$ cat src/rtl/hostwin_pkg.sv
package hostwin_pkg;

  // One-hot destination selection plus direction, from control to datapath.
  typedef struct packed {
    logic io;
    logic gpio;
    logic cfgAddr;
    logic cfgExt;
    logic cfgInt;
    logic cfgOff;
    logic inta;
    logic unimpl;
    logic write;
  } hwStrobe_t;

  function automatic logic [31:0] laneMask(input logic [3:0] be);
    logic [31:0] m;
    for (int i = 0; i < 4; i++) m[8*i +: 8] = {8{be[i]}};
    return m;
  endfunction

  function automatic logic [31:0] laneMerge(input logic [31:0] oldVal,
                                            input logic [31:0] newVal,
                                            input logic [3:0]  be);
    logic [31:0] m;
    m = laneMask(be);
    return (oldVal & ~m) | (newVal & m);
  endfunction

endpackage

$ cat src/rtl/hostwin_ctrl.sv
module hostwin_ctrl
  import hostwin_pkg::*;
#(
  parameter int unsigned APER_W       = 24,
  parameter int unsigned IO_LIMIT     = 24'hC00000,
  parameter int unsigned CFG_ADDR_OFF = 24'hC00CF8,
  parameter int unsigned CFG_DATA_OFF = 24'hE00CFC,
  parameter int unsigned INTA_OFF     = 24'hF00000
) (
  input  logic              clk,
  input  logic              rstN,
  input  logic              reqValid,
  input  logic              reqWrite,
  input  logic [APER_W-3:0] reqDw,
  input  logic              cfgOn,
  input  logic              cfgSelf,
  input  logic              gpioMapped,
  input  logic [APER_W-3:0] gpioWinDw,
  output hwStrobe_t         stb
);
  localparam int unsigned DW_W = APER_W - 2;
  localparam logic [DW_W-1:0] IO_LIM_DW = DW_W'(IO_LIMIT >> 2);
  localparam logic [DW_W-1:0] CA_DW     = DW_W'(CFG_ADDR_OFF >> 2);
  localparam logic [DW_W-1:0] CD_DW     = DW_W'(CFG_DATA_OFF >> 2);
  localparam logic [DW_W-1:0] INTA_DW   = DW_W'(INTA_OFF >> 2);

  logic inIo, gpioHit, hitCa, hitCd, hitInta;

  always_comb begin
    inIo    = reqDw < IO_LIM_DW;
    gpioHit = inIo && gpioMapped && (reqDw == gpioWinDw);
    hitCa   = !inIo && (reqDw == CA_DW);
    hitCd   = !inIo && (reqDw == CD_DW);
    hitInta = !inIo && (reqDw == INTA_DW) && !reqWrite;

    stb        = '0;
    stb.write  = reqValid && reqWrite;
    stb.io     = reqValid && inIo && !gpioHit;
    stb.gpio   = reqValid && gpioHit;
    stb.cfgAddr = reqValid && hitCa;
    stb.cfgExt = reqValid && hitCd && cfgOn && !cfgSelf;
    stb.cfgInt = reqValid && hitCd && cfgOn && cfgSelf;
    stb.cfgOff = reqValid && hitCd && !cfgOn;
    stb.inta   = reqValid && hitInta;
    stb.unimpl = reqValid && !inIo && !hitCa && !hitCd && !hitInta;
  end

  // never more than one destination per request
  p_one_dest_r2: assert property (@(posedge clk) disable iff (!rstN)
    $onehot0({stb.io, stb.gpio, stb.cfgAddr, stb.cfgExt, stb.cfgInt,
              stb.cfgOff, stb.inta, stb.unimpl}));

  // the I/O window wins over all fixed register offsets
  p_io_priority_r2: assert property (@(posedge clk) disable iff (!rstN)
    (reqValid && inIo) |-> !(stb.cfgAddr || stb.cfgExt || stb.cfgInt ||
                             stb.cfgOff || stb.inta || stb.unimpl));

endmodule

$ cat src/rtl/hostwin_dpath.sv
module hostwin_dpath
  import hostwin_pkg::*;
#(
  parameter int unsigned APER_W    = 24,
  parameter int unsigned GPIO_SKEW = 32'h38,
  parameter logic [15:0] VENDOR_ID = 16'h10CC,
  parameter logic [15:0] DEVICE_ID = 16'h0660,
  parameter logic [31:0] CLASS_REV = 32'h06000000,
  parameter logic [31:0] MAP_KEY   = 32'h00000011
) (
  input  logic              clk,
  input  logic              rstN,
  input  hwStrobe_t         stb,
  input  logic [3:0]        reqBe,
  input  logic [31:0]       reqWdata,
  input  logic [31:0]       ioRdata,
  input  logic [31:0]       gpioRdata,
  input  logic [31:0]       cfgRdata,
  input  logic [7:0]        intaVector,
  output logic [31:0]       cfgAddrQ,
  output logic              cfgOn,
  output logic              cfgSelf,
  output logic              gpioMapped,
  output logic [APER_W-3:0] gpioWinDw,
  output logic              rspValid,
  output logic [31:0]       rspRdata
);
  localparam int unsigned DW_W = APER_W - 2;
  localparam logic [DW_W-1:0] SKEW_DW  = DW_W'(GPIO_SKEW >> 2);
  localparam logic [31:0]     BASE_MSK = ((32'd1 << APER_W) - 32'd1) & ~32'd3;
  localparam logic [5:0]      IDX_ID   = 6'd0;
  localparam logic [5:0]      IDX_CLS  = 6'd2;
  localparam logic [5:0]      IDX_BASE = 6'd16;
  localparam logic [5:0]      IDX_CTL  = 6'd17;

  logic [31:0] baseQ, ctlQ, localRd, rdNext, wrVal;
  logic [5:0]  regIdx;
  logic        anyReq, keyWrite;

  assign cfgOn   = cfgAddrQ[31];
  assign cfgSelf = (cfgAddrQ[23:8] == 16'h0);
  assign regIdx  = cfgAddrQ[7:2];
  assign wrVal   = reqWdata & laneMask(reqBe);
  assign anyReq  = stb.io | stb.gpio | stb.cfgAddr | stb.cfgExt | stb.cfgInt |
                   stb.cfgOff | stb.inta | stb.unimpl;
  assign keyWrite = stb.cfgInt && stb.write && (regIdx == IDX_CTL) &&
                    (wrVal == MAP_KEY);

  always_comb begin
    case (regIdx)
      IDX_ID:   localRd = {DEVICE_ID, VENDOR_ID};
      IDX_CLS:  localRd = CLASS_REV;
      IDX_BASE: localRd = baseQ;
      IDX_CTL:  localRd = ctlQ;
      default:  localRd = '0;
    endcase
  end

  always_comb begin
    if (stb.write)        rdNext = '0;
    else if (stb.io)      rdNext = ioRdata;
    else if (stb.gpio)    rdNext = gpioRdata;
    else if (stb.cfgAddr) rdNext = cfgAddrQ;
    else if (stb.cfgExt)  rdNext = cfgRdata;
    else if (stb.cfgInt)  rdNext = localRd;
    else if (stb.inta)    rdNext = {24'h0, intaVector};
    else                  rdNext = '1;
  end

  always_ff @(posedge clk or negedge rstN) begin
    if (!rstN) begin
      cfgAddrQ   <= '0;
      baseQ      <= '0;
      ctlQ       <= '0;
      gpioMapped <= 1'b0;
      gpioWinDw  <= '0;
      rspValid   <= 1'b0;
      rspRdata   <= '0;
    end else begin
      rspValid <= anyReq;
      rspRdata <= rdNext;
      if (stb.cfgAddr && stb.write)
        cfgAddrQ <= laneMerge(cfgAddrQ, reqWdata, reqBe);
      if (stb.cfgInt && stb.write && regIdx == IDX_BASE)
        baseQ <= laneMerge(baseQ, reqWdata, reqBe) & BASE_MSK;
      if (stb.cfgInt && stb.write && regIdx == IDX_CTL)
        ctlQ <= laneMerge(ctlQ, reqWdata, reqBe);
      if (keyWrite) begin
        gpioMapped <= 1'b1;
        gpioWinDw  <= baseQ[APER_W-1:2] + SKEW_DW;
      end
    end
  end

  // each request answered exactly one cycle later
  p_rsp_follows_r11: assert property (@(posedge clk) disable iff (!rstN)
    anyReq |=> rspValid);
  p_no_spurious_rsp_r11: assert property (@(posedge clk) disable iff (!rstN)
    !anyReq |=> !rspValid);

  // an armed window never disappears
  p_map_sticky_r10: assert property (@(posedge clk) disable iff (!rstN)
    gpioMapped |=> gpioMapped);

  // a non-key write to the enable register leaves the window alone
  p_nonkey_keeps_r10: assert property (@(posedge clk) disable iff (!rstN)
    (stb.cfgInt && stb.write && regIdx == IDX_CTL && wrVal != MAP_KEY)
      |=> ($stable(gpioWinDw) && $stable(gpioMapped)));

  // disabled configuration writes change no host-function state
  p_cfg_off_r5: assert property (@(posedge clk) disable iff (!rstN)
    (stb.cfgOff && stb.write) |=> ($stable(baseQ) && $stable(ctlQ)));

  // unimplemented writes leave the address register unchanged
  p_unimpl_wr_r7: assert property (@(posedge clk) disable iff (!rstN)
    (stb.unimpl && stb.write) |=> $stable(cfgAddrQ));

endmodule

$ cat src/rtl/hostwin_decoder.sv
module hostwin_decoder
  import hostwin_pkg::*;
#(
  parameter int unsigned APER_W       = 24,
  parameter int unsigned IO_LIMIT     = 24'hC00000,
  parameter int unsigned CFG_ADDR_OFF = 24'hC00CF8,
  parameter int unsigned CFG_DATA_OFF = 24'hE00CFC,
  parameter int unsigned INTA_OFF     = 24'hF00000,
  parameter int unsigned GPIO_SKEW    = 32'h38
) (
  input  logic              clk,
  input  logic              rstN,
  input  logic              reqValid,
  input  logic              reqWrite,
  input  logic [APER_W-1:0] reqAddr,
  input  logic [3:0]        reqBe,
  input  logic [31:0]       reqWdata,
  output logic              rspValid,
  output logic [31:0]       rspRdata,
  output logic              fwdWrite,
  output logic [3:0]        fwdBe,
  output logic [31:0]       fwdWdata,
  output logic              ioValid,
  output logic [APER_W-1:0] ioAddr,
  input  logic [31:0]       ioRdata,
  output logic              gpioValid,
  input  logic [31:0]       gpioRdata,
  output logic              cfgValid,
  output logic [31:0]       cfgAddr,
  input  logic [31:0]       cfgRdata,
  output logic              intaValid,
  input  logic [7:0]        intaVector
);
  hwStrobe_t         stb;
  logic              cfgOn, cfgSelf, gpioMapped;
  logic [APER_W-3:0] gpioWinDw;

  hostwin_ctrl #(
    .APER_W(APER_W), .IO_LIMIT(IO_LIMIT), .CFG_ADDR_OFF(CFG_ADDR_OFF),
    .CFG_DATA_OFF(CFG_DATA_OFF), .INTA_OFF(INTA_OFF)
  ) uCtrl (
    .clk(clk), .rstN(rstN), .reqValid(reqValid), .reqWrite(reqWrite),
    .reqDw(reqAddr[APER_W-1:2]), .cfgOn(cfgOn), .cfgSelf(cfgSelf),
    .gpioMapped(gpioMapped), .gpioWinDw(gpioWinDw), .stb(stb)
  );

  hostwin_dpath #(
    .APER_W(APER_W), .GPIO_SKEW(GPIO_SKEW)
  ) uDpath (
    .clk(clk), .rstN(rstN), .stb(stb), .reqBe(reqBe), .reqWdata(reqWdata),
    .ioRdata(ioRdata), .gpioRdata(gpioRdata), .cfgRdata(cfgRdata),
    .intaVector(intaVector), .cfgAddrQ(cfgAddr), .cfgOn(cfgOn),
    .cfgSelf(cfgSelf), .gpioMapped(gpioMapped), .gpioWinDw(gpioWinDw),
    .rspValid(rspValid), .rspRdata(rspRdata)
  );

  assign fwdWrite  = reqWrite;
  assign fwdBe     = reqBe;
  assign fwdWdata  = reqWdata;
  assign ioAddr    = reqAddr;
  assign ioValid   = stb.io;
  assign gpioValid = stb.gpio;
  assign cfgValid  = stb.cfgExt;
  assign intaValid = stb.inta;

endmodule

$ cat config.mk
export PLATFORM = sky130hd
export DESIGN_NAME = hostwin_decoder
export DESIGN_NICKNAME = d
export VERILOG_FILES = /design/src/rtl/hostwin_pkg.sv /design/src/rtl/hostwin_ctrl.sv /design/src/rtl/hostwin_dpath.sv /design/src/rtl/hostwin_decoder.sv
export SDC_FILE = /design/constraint.sdc
export NUM_CORES = 1
export LEC_CHECK = 0
export ABC_AREA = 1
export BUFFER_PORTS_ARGS = -buffer_cell sky130_fd_sc_hd__buf_2
export CAP_MARGIN = 20
export CELL_PAD_IN_SITES_DETAIL_PLACEMENT = 0
export CELL_PAD_IN_SITES_GLOBAL_PLACEMENT = 1
export CORE_MARGIN = 2
export CORE_UTILIZATION = 35
export CTS_BUF_LIST = sky130_fd_sc_hd__clkbuf_16
export CTS_CLUSTER_DIAMETER = 40
export DETAILED_ROUTE_END_ITERATION = 10
export GPL_ROUTABILITY_DRIVEN = 1
export PLACE_DENSITY = 0.82
export SETUP_SLACK_MARGIN = 0.1
export SLEW_MARGIN = 10
export SYNTH_ARGS = -nofsm -noshare
export SYNTH_HDL_FRONTEND = slang
export SYNTH_SLANG_ARGS = --single-unit
$ cat constraint.sdc
create_clock -name clk -period 2.1 [get_ports clk]
set_input_delay 0.21 -clock clk [delete_from_list [all_inputs] [get_ports clk]]
set_output_delay 0.21 -clock clk [all_outputs]
set_load 0.02 [all_outputs]
## Word level (Yosys, flattened, before mapping)

Cells that the tools add are included.

| storage, ports and cells | value |
|---|---|
| register bits after elaboration | 142 |
| input port bits | 168 |

| operators by class | value |
|---|---|
| eq/ne operators | 8 |
| add/subtract/negate cells | 1 |
| $lt $le $gt $ge | 1 |
| bitwise operators | 15 |
| multiplexer cells | 8 |
| reductions and logical operators | 36 |

Operators with widths:

| operator | number |
|---|---|
| $mux W32 | 7 |
| $pmux W32 S4 | 1 |
| $and A32 B32 Y32 | 3 |
| $eq A22 B22 Y1 const B | 3 |
| $or A32 B32 Y32 | 2 |
| $eq A32 B5 Y1 const B | 1 |
| $not A32 Y32 | 1 |
| $logic_and A1 B1 Y1 | 26 |
| $and A24 B24 Y24 | 1 |
| $or A24 B24 Y24 | 1 |
| $add A22 B4 Y22 const B | 1 |
| $eq A22 B22 Y1 | 1 |
| $lt A22 B22 Y1 const B | 1 |
| $logic_not A16 Y1 | 1 |
| $eq A6 B5 Y1 const B | 2 |
| $logic_not A1 Y1 | 8 |
| $or A1 B1 Y1 | 7 |
| $eq A6 B2 Y1 const B | 1 |
| $logic_not A6 Y1 | 1 |

## Depth between registers and ports, before layout

Gate-level depths: netlist (run 1).

| logic depth | value |
|---|---|
| word-level depth | 12 |
| mapped depth | 15 |

## Hierarchy

From an unflattened synthesis (run 1), not the netlist that was laid out.

| unflattened totals | value |
|---|---|
| cells, all modules | 1151 |
| area total of the unflattened synthesis | 8344.3 um2 |

By module, submodules not included:

| module | area an instance (um2) | cells each | instances |
|---|---|---|---|
| hostwin_dpath | 7181.9 | 918 | 1 |
| hostwin_ctrl | 704.4 | 172 | 1 |
| hostwin_decoder | 457.9 | 61 | 1 |

## Least setup slack after synthesis (run 1)

No wires, ideal clock.

| path | value |
|---|---|
| path type | register to register |
| start | register with a tool-made name |
| end | register uDpath.rspRdata[11] |
| arrival | 1915 ps |
| library setup time | 123 ps |
| slack | 61 ps |
| cell stages (with the launch flop) | 13 |
| path buffers | 1 |
| path through | dfrtp_1 -> nor2_1 -> nand2_1 -> nor2_1 -> nand2_1 -> inv_1 -> nor2_1 -> nor2_1 -> buf_2 -> nand2_1 -> nand2_1 -> nand2_1 -> a21oi_1 |

RTL lines:

| item | RTL line | source |
|---|---|---|
| end signal, assigned | hostwin_dpath.sv:81 | `rspRdata <= rdNext;` |
| end, declared | hostwin_dpath.sv:26 | `output logic [31:0] rspRdata` |

## Worst setup path in the final report (run 1)

| path | value |
|---|---|
| start | register uDpath.gpioWinDw[14] |
| end | output gpioValid |

| on the way | value |
|---|---|
| word-level cells in the longest chain between the ends | 3 |

RTL lines:

| item | RTL line | source |
|---|---|---|
| start, declared | hostwin_dpath.sv:24 | `output logic [APER_W-3:0] gpioWinDw,` |
| start signal, assigned | hostwin_dpath.sv:90 | `gpioWinDw <= baseQ[APER_W-1:2] + SKEW_DW;` |
| $eq A22 B22 Y1 | hostwin_ctrl.sv:31 | `gpioHit = inIo && gpioMapped && (reqDw == gpioWinDw);` |
| $logic_and A1 B1 Y1 | hostwin_ctrl.sv:31 |  |
| $logic_and A1 B1 Y1 | hostwin_ctrl.sv:39 | `stb.gpio = reqValid && gpioHit;` |
| end, declared | hostwin_decoder.sv:26 | `output logic gpioValid,` |

Every way passes these cells.

==> impl_results.md, run 1 <==
* Relative slew slack at 63.9%
* Syn_nets at 1546
* R2R Setup Slk at 0.06 ns
* Routed wire per std cell at 17.3 um
* Antenna violations before repair at 2
* RSZ-0062 raised after global routing: yes
* Vias in the first global route at 8913
* Status: complete, no violations
* Leak pwr at 6.57 nW
* Layout cells sized above 1 at 27.8%
* CTS clock-pin slew for the worst setup and hold paths at 0.06 ns
* Largest net degree at the start of global routing at 65
* CP arrival at 1.86 ns
* Post-route DRC at 0
* DP HPWL at 27000 um
* Via Count at 9961
* Cell Pwr Density at 553 nW/um^2
* Worst skew pair latency at 0.43 ns
* Cell variety after synth at 25
* Seq pwr share at 42.0%
* CTS max path bufs at 2
* Reg2Reg Depth at 14
* Crit path kind: register to output pin
* Minimum clock period at 2.07 ns
* Syn_area_per_cell at 6.61 sq um
* Fillers at 2694
* Mapped cell area at 9100 sq um
* I/O pins at 298
* Drt initial violations at 937
* First-pass DRT Iterations at 6
* Internal at 4.86 mW
* Final slew viol count at 0
* Grt total ovfl at 0
* Sequential area share after synthesis at 39.1%
* Switching Share at 27.2%
* Fin Clk Skew at 0.00862 ns
* IO Port Bufs at 293
* Dpl ws at -0.103 ns
* Combinational Power Share at 12.6%
* Required @ worst endpoint at 1.89 ns
* Worst Setup Start Kind: register
* Gate count after technology mapping at 1377
* Max FO, Critical Path at 3
* Most common cell after layout, fill and taps aside: nand2_1
* GRT Total Usage at 25.4%
* Area growth syn-to-layout at 32.6%
* Clock power frac at 45.4%
* CTS Sinks at 142
* First-pass GRT wire length at 51800 um
* Final worst-path cycle share at 98.6%
* Final nets at 1844
* Yosys reg bits at 142
* Die width at 165 um
* Most frequent cells in the layout: 445 x nand2_1, 289 x buf_2, 169 x inv_1
* Final setup violating endpoints at 0
* Cell Rows at 59
* Worst R2R Start: uDpath.gpioWinDw[14]$_DFFE_PN0P_
* Hold path depth at 3
* Max-Cap Viols at 0
* HP Class: input port to register
* Actual slew at the worst max-slew pin at 0.537 ns
* Post-route ant nets at 0
* Chip Height at 165 um
* Initial core utilization at 35.3%
* Core area at 25800 sq um
* Root Buffer: clkbuf_16
* Via density at 4.92
* TritonCTS clock tree: done
* CP endpoint kind: output pin
* Hold Slack at 0.0613 ns
* Top achievable clock speed at 483 MHz
* Final worst setup slack at 0.0294 ns
* Routed wire length at 35100 um
* Endpoints failing hold at 0
* Crit Reg-Reg Endpoint: uDpath.rspRdata[19]$_DFF_PN0_
* # H-tree levels at 4
* Ys Warns at 0
* Net switching power at 1.81 mW
* Hold path startpoint: reqWdata[3]
* Die ar. at 27300 sq um
* Total CTS buffers at 17
* Final Wtd Congestion at 0.884
* Max IR drop VDD at 0.534 mV
power by group through the flow:
stage | Sequential (mW) | Clock [mW] | Combinational, mW
after floorplan | 2.92 | 0 | 0.351
after global placement | 2.85 | 0 | 0.807
after detailed placement | 2.85 | 0 | 0.810
after CTS | 2.80 | 3.08 | 0.847
after global routing | 2.80 | 3.20 | 0.923
final | 2.80 | 3.03 | 0.842
kinds of logic after synthesis:
kind of cell	Yosys count	share of synthesized area, %
buffers and inverters	297	15.0
AO/OA/AOI/OAI	190	10.8
XOR/XNOR	28	2.70
AND/OR/NAND/NOR	719	32.3
adder cells (fa/ha/maj)	1	0.137
flip-flops	142	39.1
synthesized netlist by cell type:
master	n	share of area (%)
nor3b_1	1	0.083
nand4_1	50	3.4
clkbuf_1	49	2.0
buf_1	2	0.083
buf_4	62	5.1
or2_2	1	0.069
xor2_1	17	1.6
xnor2_1	11	1.1
nand2_1	451	19
inv_1	172	7.1
nor3_4	1	0.18
o21ai_0	144	7.9
nor2_1	142	5.9
clkinv_1	1	0.041
a22oi_1	13	1.1
nor3_1	11	0.61
a21oi_1	32	1.8
ha_1	1	0.14
a31oi_1	1	0.069
nand3_1	57	3.1
nor2_2	1	0.069
dfrtp_1	142	39
nand3b_1	1	0.083
buf_2	11	0.61
nor4_1	3	0.21
per-stage QoR:
stage          instances  setup TNS [ns]  instance area (sq um)  utilization [%]  power, mW
5_1_grt             2025          -0.521                  12100             46.8       6.92
4_1_cts             2015         -0.0193                  11900             46.1       6.72
3_3_place_gp        1972          -0.234                  11100             43.0       3.66
3_5_place_dp        1972          -0.926                  11100             43.0       3.66
2_1_floorplan       1377               0                   9110                -       3.27
6_report            2026               0                  12100             46.8       6.67
worst max-delay path by stage:
stage                                startpoint                          endpoint  slack (ns)  cells past startpoint
3_3_place_gp                        reqAddr[18]     uDpath.rspRdata[20]$_DFF_PN0_       -0.03                     11
2_1_floorplan                          register  uDpath.gpioWinDw[21]$_DFFE_PN0P_        0.12                      9
6_report       uDpath.gpioWinDw[14]$_DFFE_PN0P_                         gpioValid        0.03                     11
5_1_grt        uDpath.gpioWinDw[12]$_DFFE_PN0P_                         gpioValid       -0.09                     10
3_5_place_dp                        reqAddr[18]     uDpath.rspRdata[20]$_DFF_PN0_       -0.10                     11
4_1_cts        uDpath.gpioWinDw[15]$_DFFE_PN0P_                         gpioValid       -0.02                      8
routing by layer:
| metal | vias to the layer above | track usage, % | part of all wire (%) |
|---|---|---|---|
| li1 | 4869 | - | - |
| met1 | 4604 | 36.1 | 44 |
| met2 | 439 | 38.6 | 45 |
| met3 | 49 | 5.37 | 8.9 |
| met4 | 0 | 7.91 | 2.2 |
| met5 | - | 0 | 0 |
cell type report:
cell class	count	area (sq um)	share of cell area, %
Clock inverter	15	161	1.34
Inverter	173	652	5.40
Timing Repair Buffer	403	2530	21.0
Sequential cell	142	3560	29.5
Antenna cell	3	7.51	0.0622
Multi-Input combinational cell	938	4320	35.8
Tap cell	335	419	3.47
Clock buffer	17	425	3.52
critical path, cell delays in order, from the launching register on:
cell and delay (ns):
dfrtp_1 0.44, inv_1 0.08, nand2_1 0.05, nand2_1 0.06, nand2_1 0.06, inv_1 0.05
nand2_1 0.06, nor2_2 0.12, nand3_4 0.12, nor2_4 0.14, buf_12 0.13, buf_8 0.10
timing repair:
| action | 4_1_cts | 5_1_grt |
|---|---|---|
| buffers inserted | 7 | 8 |
| pin swaps | 11 | 13 |
| hold endpoints to repair | 53 | 0 |
| setup endpoints to repair | 13 | 103 |
| cloned | 3 | 0 |
| hold buffers | 1 | 0 |
| resized for setup | 21 | 41 |
No activity file was read; power rests on OpenSTA's default activity.
==> inputs of run 2 (changes only) <==
--- a/config.mk
+++ b/config.mk
@@ -5,13 +5,12 @@
 export SDC_FILE = /design/constraint.sdc
 export NUM_CORES = 1
 export LEC_CHECK = 0
-export ABC_AREA = 1
 export BUFFER_PORTS_ARGS = -buffer_cell sky130_fd_sc_hd__buf_2
 export CAP_MARGIN = 20
 export CELL_PAD_IN_SITES_DETAIL_PLACEMENT = 0
 export CELL_PAD_IN_SITES_GLOBAL_PLACEMENT = 1
 export CORE_MARGIN = 2
-export CORE_UTILIZATION = 35
+export CORE_UTILIZATION = 38
 export CTS_BUF_LIST = sky130_fd_sc_hd__clkbuf_16
 export CTS_CLUSTER_DIAMETER = 40
 export DETAILED_ROUTE_END_ITERATION = 10
==> impl_results.md, run 2 <==
* Status: finished with violations
* Failing checks: setup timing
* Relative slew slack at 65.7%
* RSZ-0062 raised after global routing: yes
* FFs w/ async S/R, synth at 100%
* Hold path startpoint: reqWdata[0]
* Die width at 153 um
* Final slew viol count at 0
* Yosys reg bits at 142
* CP arrival at 2.28 ns
* Vias in the first global route at 8347
* GRT Total Usage at 28.5%
* Internal at 5.07 mW
* Routed wire per std cell at 22.1 um
* Fillers at 1897
* Combinational Power Share at 13.8%
* Root Buffer: clkbuf_16
* Die ar. at 23500 sq um
* Worst R2R Start: uDpath.gpioWinDw[0]$_DFFE_PN0P_
* Most common cell in the netlist: dfrtp_1
* DP HPWL at 26700 um
* Initial core utilization at 38.8%
* Worst skew pair latency at 0.44 ns
* HP Class: input port to register
* Final nets at 1413
* Max-Cap Viols at 0
* Total CTS buffers at 17
* Top achievable clock speed at 402 MHz
* Layout cells sized above 1 at 55.3%
* Mapped cell area at 8460 sq um
* Drt initial violations at 737
* Hold path depth at 2
* Routed wire length at 34000 um
* Final worst setup slack at -0.390 ns
* EDFF count, synth at 0
* Leak pwr at 5.92 nW
* Area growth syn-to-layout at 47.4%
* Crit Reg-Reg Endpoint: uDpath.rspRdata[5]$_DFF_PN0_
* Switching Share at 26.9%
* R2R Setup Slk at -0.28 ns
* Max IR drop VDD at 0.386 mV
* Fin Clk Skew at 0.0149 ns
* Top FF cell, synth: dfrtp_1
* CTS Sinks at 142
* Syn_area_per_cell at 9.96 sq um
* Minimum clock period at 2.49 ns
* Final design utilization at 57.1%
* Most common cell after layout, fill and taps aside: buf_2
* Via density at 5.56
* Area leader, netlist: dfrtp_1
* Final Wtd Congestion at 0.912
* Required @ worst endpoint at 1.89 ns
* Post-synth top cells: 142 x dfrtp_1, 85 x mux2_2, 64 x buf_4
* Cell Pwr Density at 556 nW/um^2
* CP delay by family, top: simple AND/OR/NAND/NOR gates
* Yosys top cell area share at 42.0%
* WP buf/inv at 4
* Endpoints failing hold at 0
* First-pass DRT Iterations at 5
* Final Power at 6.94 mW
* Gate count after technology mapping at 849
* Net switching power at 1.87 mW
* Ys Warns at 0
* Crit path cell chain: xnor2_1 > buf_4 > nand4_1 > or4_4 > o21ai_4 > buf_12 > inv_8 > buf_6
* Crit path kind: register to output pin
* Via Count at 8564
* First-pass GRT wire length at 50700 um
* Largest net degree at the start of global routing at 52
* CP max stage cell: or4_4
* Final setup violating endpoints at 35
* CP endpoint kind: output pin
* Core area at 21800 sq um
* Cell Rows at 54
* Seq pwr share at 40.4%
* Syn_nets at 1018
* Grt total ovfl at 0
* I/O pins at 298
* Sequential area share after synthesis at 42.0%
* Worst Setup Start Kind: register
* Post-route DRC at 0
* Area contributors post-synth: dfrtp_1 42%, mux2_2 11%, buf_4 5.7%, xnor2_1 3.2%, o21ai_0 3.0%
* Chip Height at 153 um
* Antenna violations before repair at 3
* IO Port Bufs at 293
* Reg2Reg Depth at 10
* CTS max path bufs at 2
* Post-route ant nets at 0
* Cell variety after synth at 61
* Clock power frac at 45.9%
* Actual slew at the worst max-slew pin at 0.514 ns
* Max FO, Critical Path at 2
* Final worst-path cycle share at 119%
* Worst path depth at 8
* Slowest stage delay, CP at 0.58 ns
* Most frequent cells in the layout: 289 x buf_2, 159 x buf_4, 134 x dfrtp_1
* CTS clock-pin slew for the worst setup and hold paths at 0.06 ns
* TritonCTS clock tree: done
* # H-tree levels at 4
==> run 2: stage by stage <==
step	instance area (sq um)	std cells	hold WS (ns)	setup WS (ns)	setup TNS, ns
2_1_floorplan	8520	849	-0.0856	0.0494	0
3_3_place_gp	11000	1477	0.191	-0.269	-21.31
3_5_place_dp	11000	1477	0.200	-0.279	-23.71
4_1_cts	12200	1529	0.0522	-0.434	-9.65
5_1_grt	12500	1540	0.0657	-0.478	-12.81
6_report	12500	1540	0.0599	-0.390	-7.03
==> run 2: cell families (layout without fill, tap and decap cells) <==
group	count (synthesis)	after routing	share of synthesized area [%]
AND/OR/NAND/NOR	227	227	14.9
AO/OA/AOI/OAI	213	213	16.3
flip-flops	142	142	42.0
buffers and inverters	120	528	8.62
multiplexers	105	105	13.8
XOR/XNOR	41	41	4.25
adder cells (fa/ha/maj)	1	1	0.148
other	0	3	0
==> run 2: cell type report <==
| cell class | count | area [sq um] | share of cell area, % |
|---|---|---|---|
| Antenna cell | 3 | 7.51 | 0.0602 |
| Clock buffer | 17 | 425 | 3.41 |
| Clock inverter | 15 | 185 | 1.49 |
| Inverter | 9 | 41.3 | 0.331 |
| Multi-Input combinational cell | 587 | 4570 | 36.7 |
| Sequential cell | 142 | 3560 | 28.6 |
| Tap cell | 280 | 350 | 2.81 |
| Timing Repair Buffer | 487 | 3320 | 26.7 |
==> run 2: timing repair <==
action | 4_1_cts | 5_1_grt
hold endpoints to repair | 47 | 0
buffers inserted | 13 | 7
hold buffers | 1 | 0
cloned | 6 | 1
endpoints found under the setup margin | 109 | 115
pin swaps | 22 | 22
gates resized for setup | 89 | 43
==> run 2: worst max path at each step <==
| stage | from | to |
|---|---|---|
| after floorplan | uDpath.gpioWinDw[19]$_DFFE_PN0P_ | uDpath.rspRdata[0]$_DFF_PN0_ |
| after global placement | reqAddr[20] | uDpath.rspRdata[20]$_DFF_PN0_ |
| after detailed placement | reqAddr[20] | uDpath.rspRdata[20]$_DFF_PN0_ |
| after CTS | uDpath.gpioWinDw[13]$_DFFE_PN0P_ | ioValid |
| after global routing | uDpath.gpioWinDw[19]$_DFFE_PN0P_ | ioValid |
| final | uDpath.gpioWinDw[0]$_DFFE_PN0P_ | ioValid |
==> run 2: routing by layer <==
layer	share of wire (%)	vias to the layer above	wire, um	GRT usage [%]
met1	43	4201	14500	39.8
met2	47	407	16100	45.3
li1	-	3911	-	-
met5	0	-	0	0
met3	7.9	45	2700	4.68
met4	2.2	0	738	9.22
==> run 2: power groups by stage <==
stage	sequential, mW	clock, mW	combinational, mW
detailed placement	2.85	0	0.882
finish	2.80	3.18	0.955
global placement	2.85	0	0.879
CTS	2.80	3.20	0.942
global route	2.81	3.33	1.02
floorplan	2.92	0	0.335
